## src/rtl/sup_pkg.sv

```systemverilog
// Package: shared code values for the supervisor.
// Assumes 2-bit selection codes on both delay selectors.
package sup_pkg;
    typedef enum logic [1:0] {
        WD_SHORT = 2'd0,
        WD_MID   = 2'd1,
        WD_LONG  = 2'd2,
        WD_OFF   = 2'd3
    } wd_sel_e;

    localparam int SEL_W = 2;
endpackage

```

## src/rtl/sup_start_detect.sv

```systemverilog
// Synchronizes SCL and SDA and flags a bus start condition (SDA falling
// while SCL is high) as a single-cycle pulse. Assumes both lines idle high.
module sup_start_detect #(
    parameter int SYNC_STAGES = 2
) (
    input  logic clk_i,
    input  logic rst_n_i,
    input  logic scl_i,
    input  logic sda_i,
    output logic start_o
);
    logic [SYNC_STAGES-1:0] scl_sync;
    logic [SYNC_STAGES-1:0] sda_sync;
    logic                   sda_prev;

    // Synchronizer chains: shift the pin values in, reset to the idle level.
    always_ff @(posedge clk_i) begin
        if (!rst_n_i) begin
            scl_sync <= '1;
            sda_sync <= '1;
        end else begin
            scl_sync <= {scl_sync[SYNC_STAGES-2:0], scl_i};
            sda_sync <= {sda_sync[SYNC_STAGES-2:0], sda_i};
        end
    end

    // Previous synchronized SDA, used for falling-edge detection.
    always_ff @(posedge clk_i) begin
        if (!rst_n_i) sda_prev <= 1'b1;
        else          sda_prev <= sda_sync[SYNC_STAGES-1];
    end

    // Start pulse: synchronized SDA falls while synchronized SCL is high.
    always_comb begin
        start_o = scl_sync[SYNC_STAGES-1] && sda_prev && !sda_sync[SYNC_STAGES-1];
    end
endmodule

```

## src/rtl/sup_por_timer.sv

```systemverilog
// Holds reset while the supply is low, then for lim_i timebase pulses
// after the supply flag clears. Assumes lim_i >= 1.
module sup_por_timer #(
    parameter int CNT_W = 11
) (
    input  logic             clk_i,
    input  logic             rst_n_i,
    input  logic             tick_i,
    input  logic             supply_low_i,
    input  logic [CNT_W-1:0] lim_i,
    output logic             rst_act_o
);
    logic [CNT_W-1:0] cnt;
    logic             hold;

    // Reset hold state and delay counter.
    always_ff @(posedge clk_i) begin
        if (!rst_n_i || supply_low_i) begin
            hold <= 1'b1;
            cnt  <= '0;
        end else if (hold && tick_i) begin
            if (cnt == lim_i - 1'b1) begin
                hold <= 1'b0;
                cnt  <= '0;
            end else begin
                cnt <= cnt + 1'b1;
            end
        end
    end

    // Drive the reset request out.
    always_comb rst_act_o = hold;
endmodule

```

## src/rtl/sup_wdog_timer.sv

```systemverilog
// Watchdog counter: restarts on a start pulse, on a code change or while
// reset is active. It latches the low flag on expiry and the off code
// disables it. Assumes lim_i >= 1 for active codes.
module sup_wdog_timer #(
    parameter int CNT_W = 11
) (
    input  logic                   clk_i,
    input  logic                   rst_n_i,
    input  logic                   tick_i,
    input  logic                   rst_act_i,
    input  logic                   start_i,
    input  sup_pkg::wd_sel_e       sel_i,
    input  logic [CNT_W-1:0]       lim_i,
    output logic                   wdo_n_o
);
    import sup_pkg::*;

    logic [CNT_W-1:0] cnt;
    logic             flag_n;
    wd_sel_e          sel_q;
    logic             restart;

    // Restart conditions gathered into one term.
    always_comb begin
        restart = rst_act_i || start_i || (sel_i != sel_q) || (sel_i == WD_OFF);
    end

    // Remember the last code to notice a change.
    always_ff @(posedge clk_i) begin
        if (!rst_n_i) sel_q <= sel_i;
        else          sel_q <= sel_i;
    end

    // Count timebase pulses and latch the timeout flag.
    always_ff @(posedge clk_i) begin
        if (!rst_n_i || restart) begin
            cnt    <= '0;
            flag_n <= 1'b1;
        end else if (tick_i && flag_n) begin
            if (cnt == lim_i - 1'b1) begin
                flag_n <= 1'b0;
                cnt    <= '0;
            end else begin
                cnt <= cnt + 1'b1;
            end
        end
    end

    // Drive the flag out.
    always_comb wdo_n_o = flag_n;
endmodule

```

## src/rtl/sup_supervisor.sv

```systemverilog
// Top level: power-on reset generation with a selectable delay, plus a
// bus-start watchdog with a selectable interval. All delays are counted
// in timebase pulses. Assumes a synchronous active-low block reset.
module sup_supervisor #(
    parameter int POR_T0 = 50,
    parameter int POR_T1 = 200,
    parameter int POR_T2 = 400,
    parameter int POR_T3 = 800,
    parameter int WD_T0  = 25,
    parameter int WD_T1  = 200,
    parameter int WD_T2  = 1400,
    parameter int SYNC_STAGES = 2
) (
    input  logic       clk_i,
    input  logic       rst_n_i,
    input  logic       tick_i,
    input  logic       supply_low_i,
    input  logic       scl_i,
    input  logic       sda_i,
    input  logic [1:0] por_sel_i,
    input  logic [1:0] wd_sel_i,
    output logic       rst_o,
    output logic       rst_n_o,
    output logic       wdo_n_o
);
    import sup_pkg::*;

    localparam int POR_MAX = (POR_T0 > POR_T1 ? POR_T0 : POR_T1) > (POR_T2 > POR_T3 ? POR_T2 : POR_T3)
                           ? (POR_T0 > POR_T1 ? POR_T0 : POR_T1) : (POR_T2 > POR_T3 ? POR_T2 : POR_T3);
    localparam int WD_MAX  = (WD_T0 > WD_T1 ? WD_T0 : WD_T1) > WD_T2 ? (WD_T0 > WD_T1 ? WD_T0 : WD_T1) : WD_T2;
    localparam int LIM_MAX = POR_MAX > WD_MAX ? POR_MAX : WD_MAX;
    localparam int CNT_W   = $clog2(LIM_MAX + 1);

    logic [CNT_W-1:0] por_lim;
    logic [CNT_W-1:0] wd_lim;
    logic             start;
    logic             rst_act;
    wd_sel_e          wd_sel;

    // Decode the delay codes into pulse counts.
    always_comb begin
        wd_sel = wd_sel_e'(wd_sel_i);
        case (por_sel_i)
            2'd0:    por_lim = CNT_W'(POR_T0);
            2'd1:    por_lim = CNT_W'(POR_T1);
            2'd2:    por_lim = CNT_W'(POR_T2);
            default: por_lim = CNT_W'(POR_T3);
        endcase
        case (wd_sel)
            WD_SHORT: wd_lim = CNT_W'(WD_T0);
            WD_MID:   wd_lim = CNT_W'(WD_T1);
            WD_LONG:  wd_lim = CNT_W'(WD_T2);
            default:  wd_lim = CNT_W'(WD_T2);
        endcase
    end

    sup_start_detect #(.SYNC_STAGES(SYNC_STAGES)) start_det_i (
        .clk_i   (clk_i),
        .rst_n_i (rst_n_i),
        .scl_i   (scl_i),
        .sda_i   (sda_i),
        .start_o (start)
    );

    sup_por_timer #(.CNT_W(CNT_W)) por_i (
        .clk_i        (clk_i),
        .rst_n_i      (rst_n_i),
        .tick_i       (tick_i),
        .supply_low_i (supply_low_i),
        .lim_i        (por_lim),
        .rst_act_o    (rst_act)
    );

    sup_wdog_timer #(.CNT_W(CNT_W)) wdog_i (
        .clk_i     (clk_i),
        .rst_n_i   (rst_n_i),
        .tick_i    (tick_i),
        .rst_act_i (rst_act),
        .start_i   (start),
        .sel_i     (wd_sel),
        .lim_i     (wd_lim),
        .wdo_n_o   (wdo_n_o)
    );

    // Both reset polarities from the single hold state.
    always_comb begin
        rst_o   = rst_act;
        rst_n_o = !rst_act;
    end
endmodule

```

## config.mk

```make
export PLATFORM = sky130hd
export DESIGN_NAME = sup_supervisor
export DESIGN_NICKNAME = d
export VERILOG_FILES = /design/src/rtl/sup_pkg.sv /design/src/rtl/sup_start_detect.sv /design/src/rtl/sup_por_timer.sv /design/src/rtl/sup_wdog_timer.sv /design/src/rtl/sup_supervisor.sv
export SDC_FILE = /design/constraint.sdc
export NUM_CORES = 1
export LEC_CHECK = 0
export BUFFER_PORTS_ARGS = -buffer_cell sky130_fd_sc_hd__buf_2
export CORE_MARGIN = 2
export CORE_UTILIZATION = 50
export CTS_CLUSTER_SIZE = 16
export DETAILED_ROUTE_END_ITERATION = 10
export HOLD_SLACK_MARGIN = 0.12
export PLACE_DENSITY_LB_ADDON = 0.12
export RECOVER_POWER = 100
export SYNTH_ARGS = -nofsm -noshare
export SYNTH_HDL_FRONTEND = slang
export SYNTH_SLANG_ARGS = --single-unit
```

## constraint.sdc

```tcl
create_clock -name clk_i -period 1.7 [get_ports clk_i]
set_input_delay 0.255 -clock clk_i [delete_from_list [all_inputs] [get_ports clk_i]]
set_output_delay 0.255 -clock clk_i [all_outputs]
set_load 0.03 [all_outputs]
```

==> flow_summary.yaml <==
yosys:
  dominantRegCellSynth: "sky130_fd_sc_hd__dfxtp_1"
  synth-edff-count: 0
  syn_area_per_cell_sq_um: 9.351
  synth.net_count: 192
  async_flop_share_pct: 0
  ys_seq_elements: 31
  seq_area_frac_synth_pct: 38.36
  netlist_area_sq_mm: 0.001618
  ys_types: 41
  synth.area.top_cells: "sky130_fd_sc_hd__dfxtp_1 38%, sky130_fd_sc_hd__xor2_1 8.7%, sky130_fd_sc_hd__ha_1 7.0%, sky130_fd_sc_hd__xnor2_1 5.4%, sky130_fd_sc_hd__nor3_1 5.3%"
  yosys.area.top_type: "sky130_fd_sc_hd__dfxtp_1"
  area_share_of_the_largest_cell_type_after_synthesis_pct: 38.36
  synthesis.instances: 173
  yosysWarnings: 0
critical_path:
  crit_path_start_kind: "input port"
  critical_path_class: "in2reg"
  worstRegToRegCells: 4
  worst_ep_required_time_ps: 1970
  timing.critical_path.to_type: "register"
  critical_path.max_fanout: 6
  worst_ep_arrival_time_ps: 1910
clock_network:
  clkSlewWorstSetupHoldPaths_ps: 100
  cts.path.max_buffers: 2
  tritoncts_buffer_count: 5
  cts_tree: "done"
  cts.htree.levels: 2
  clock_sinks: 31
  post-cts-setup-buffers: 0
  clk_latency_ps: 330
  clk_root_buffer_cell: "sky130_fd_sc_hd__clkbuf_4"
routing:
  wl_per_cell_um: 14.62
  vias_per_cell: 5.567
  number_of_drc_markers_after_the_initial_detailed_route_iteration: 80
  drt-total-wl_um: 3612
  via_count: 1375
  route.detailed.drc: 0
  drt_pre_antenna_iters: 4
  detail-route-antenna-nets: 0
global_routing:
  grt_first_pass_wirelength_um: 5616
  grt_overflow: 0
  largest_net_degree_at_the_start_of_global_routing: 13
  gr-usage-all-layers_pct: 21.09
  vias_in_the_first_global_route: 1288
  number_of_antenna_violations_at_the_first_check_in_global_routing: 0
timing:
  worst_slew_margin_rel_pct: 68.47
  maxClockFrequency_ghz: 0.6067
  clock-skew-final_ps: 10.27
  rsz0062_at_grt: "yes"
  timing.hold.ws_ps: 159.8
  post-route-period-util_pct: 96.96
  period_needed_ps: 1648
  timing.final.max_slew_violations: 0
  worst-slew-pin-transition_ps: 468.6
  setup_viol: 0
  final_hold_viol_count: 0
final_layout:
  ant_diodes: 0
  register_area_sq_um: 621.8
  fillCellCount: 278
  final_layout_size_suffix_gt1_share_pct: 19.70
  multi_input_comb_area_sq_um: 963.4
  design_area_sq_mm: 0.001914
  area_delta_synth_final_pct: 18.33
  nNetsFinal: 221
place:
  port_buffers: 12
  gpl_wtd_cong: 0.7910
  dp_hpwl_um: 2354
  post_detailed_placement_cell_area_sq_mm: 0.001774
floorplanning:
  i_o_pins: 13
  coreArea_sq_mm: 0.003078
  core.rowCount: 20
  die_area_sq_mm: 0.003706
  floorplan.initialDensity_pct: 52.56
  die_x_um: 60.88
  die-height_um: 60.88
run_status:
  run_status: "completed"
worst_hold_path:
  holdPathStages: 2
  class_of_the_most_critical_hold_timing_path: "in2reg"
pwr:
  power.ir.vdd_worst_mv: 0.4294
  fin_total_pwr_w: 0.001338
  power.static_leakage_nw: 0.7211
  power_per_cell_area_mw_per_mm2: 699.0
job:
  max_cap_viol_count: 0
## final timing paths
kind / start / end / slack (ps)
setup / recovery: por_sel_i[1] / por_i.cnt[2] / 50
hold reg to reg: start_det_i.sda_sync[0] / start_det_i.sda_sync[1] / 420
hold / removal: rst_n_i / start_det_i.sda_sync[1] / 160
setup reg to reg: wdog_i.cnt[8] / wdog_i.cnt[10] / 60
## repair_timing
action	CTS	global route
resized for setup	0	6
endpoints found under the hold margin	4	0
hold buffers	4	0
setup endpoints to repair	0	24
## final cells by class
class	instances	share of cell area (%)
tap	44	2.876
timing repair buffer	27	9.216
inverter	7	1.503
sequential	31	32.48
clock buffer	8	3.595
multi-input combinational	130	50.33
## metrics by stage
stage / util, % / setup slack (ps) / instances / setup TNS (ps)
6_report: 62.20 / 51.74 / 247 / 0
5_1_grt: 62.20 / -19.10 / 247 / -103.0
4_1_cts: 61.18 / 19.65 / 245 / 0
3_5_place_dp: 57.64 / -276.8 / 233 / -3097
3_3_place_gp: 57.64 / -186.6 / 233 / -2062
2_1_floorplan: - / 11.81 / 173 / 0
## layout by cell type (no fill, tap or decap), types with 4 or more instances in the layout
master,instances
sky130_fd_sc_hd__nand3_1,8
sky130_fd_sc_hd__nand2_1,7
sky130_fd_sc_hd__buf_4,11
sky130_fd_sc_hd__and4_1,4
sky130_fd_sc_hd__xor2_1,16
sky130_fd_sc_hd__xnor2_1,10
sky130_fd_sc_hd__nand4_1,6
sky130_fd_sc_hd__nor3_1,17
sky130_fd_sc_hd__inv_1,5
sky130_fd_sc_hd__ha_1,8
sky130_fd_sc_hd__nand2b_1,6
sky130_fd_sc_hd__dlygate4sd3_1,4
sky130_fd_sc_hd__nor2_1,11
sky130_fd_sc_hd__buf_2,7
sky130_fd_sc_hd__clkbuf_1,6
sky130_fd_sc_hd__dfxtp_1,30
sky130_fd_sc_hd__clkbuf_4,5
## state kept, by name, summed over array words and instances, names as in the netlist
name                  count
wdog_i.sel_q              2
wdog_i.wdo_n_o            1
wdog_i.cnt               11
por_i.rst_act_o           1
start_det_i.scl_sync      2
por_i.cnt                11
start_det_i.sda_prev      1
start_det_i.sda_sync      2
## kinds of logic (layout without fill, tap and decap cells)
kind of cell               count (synthesis)  after routing  share of synthesized area, %
AOI/OAI and AO/OA                         15             17                         8.043
DFF                                       31             31                         38.36
buffers and inverters                     14             42                         5.182
and+or+nand+nor                           77             77                         26.76
xor gates and xnor gates                  26             26                         14.08
adders and majority gates                  9              9                         6.961
muxes                                      1              1                        0.6187
## worst max-delay path, stage by stage
cell,delay (ps)
sky130_fd_sc_hd__buf_2,130
sky130_fd_sc_hd__inv_4,80
sky130_fd_sc_hd__ha_1,150
sky130_fd_sc_hd__inv_1,40
sky130_fd_sc_hd__ha_1,300
sky130_fd_sc_hd__xor2_1,140
sky130_fd_sc_hd__o2111a_1,190
sky130_fd_sc_hd__a311o_2,480
sky130_fd_sc_hd__nor2_1,140
## metal layers
layer  up-vias  track usage, %  share of wire, %  wire, um
li1        676               -                 -         -
met1       652           26.05                45      1626
met2        40           32.87                49      1770
met3         7           6.183               4.3       155
met4         0           11.80               1.6        59
met5         -               0                 0         0
## cells in the mapped netlist (all sizes together) (2+ instances only)
master and instances:
nand2 8, and2 2, nor2b 2, nand3b 2
ha 9, buf 7, xnor2 10, xor2 16
nand4 6, o22ai 2, o21bai 2, nor3 17
or4b 2, nor4b 2, nand3 8, and4 4
dfxtp 31, o2111a 2, nand2b 6, or3 2
nor2 12, inv 7
## where the power goes
group	internal, W	switching [W]	leakage (nW)	total [W]
Sequential	0.000735	0.00000426	0.251	0.000739
Clock	0.000243	0.000250	0.0386	0.000493
Combinational	0.0000495	0.0000563	0.431	0.000106
Total	0.00103	0.000311	0.721	0.00134
(Power assumes the default switching activity.)
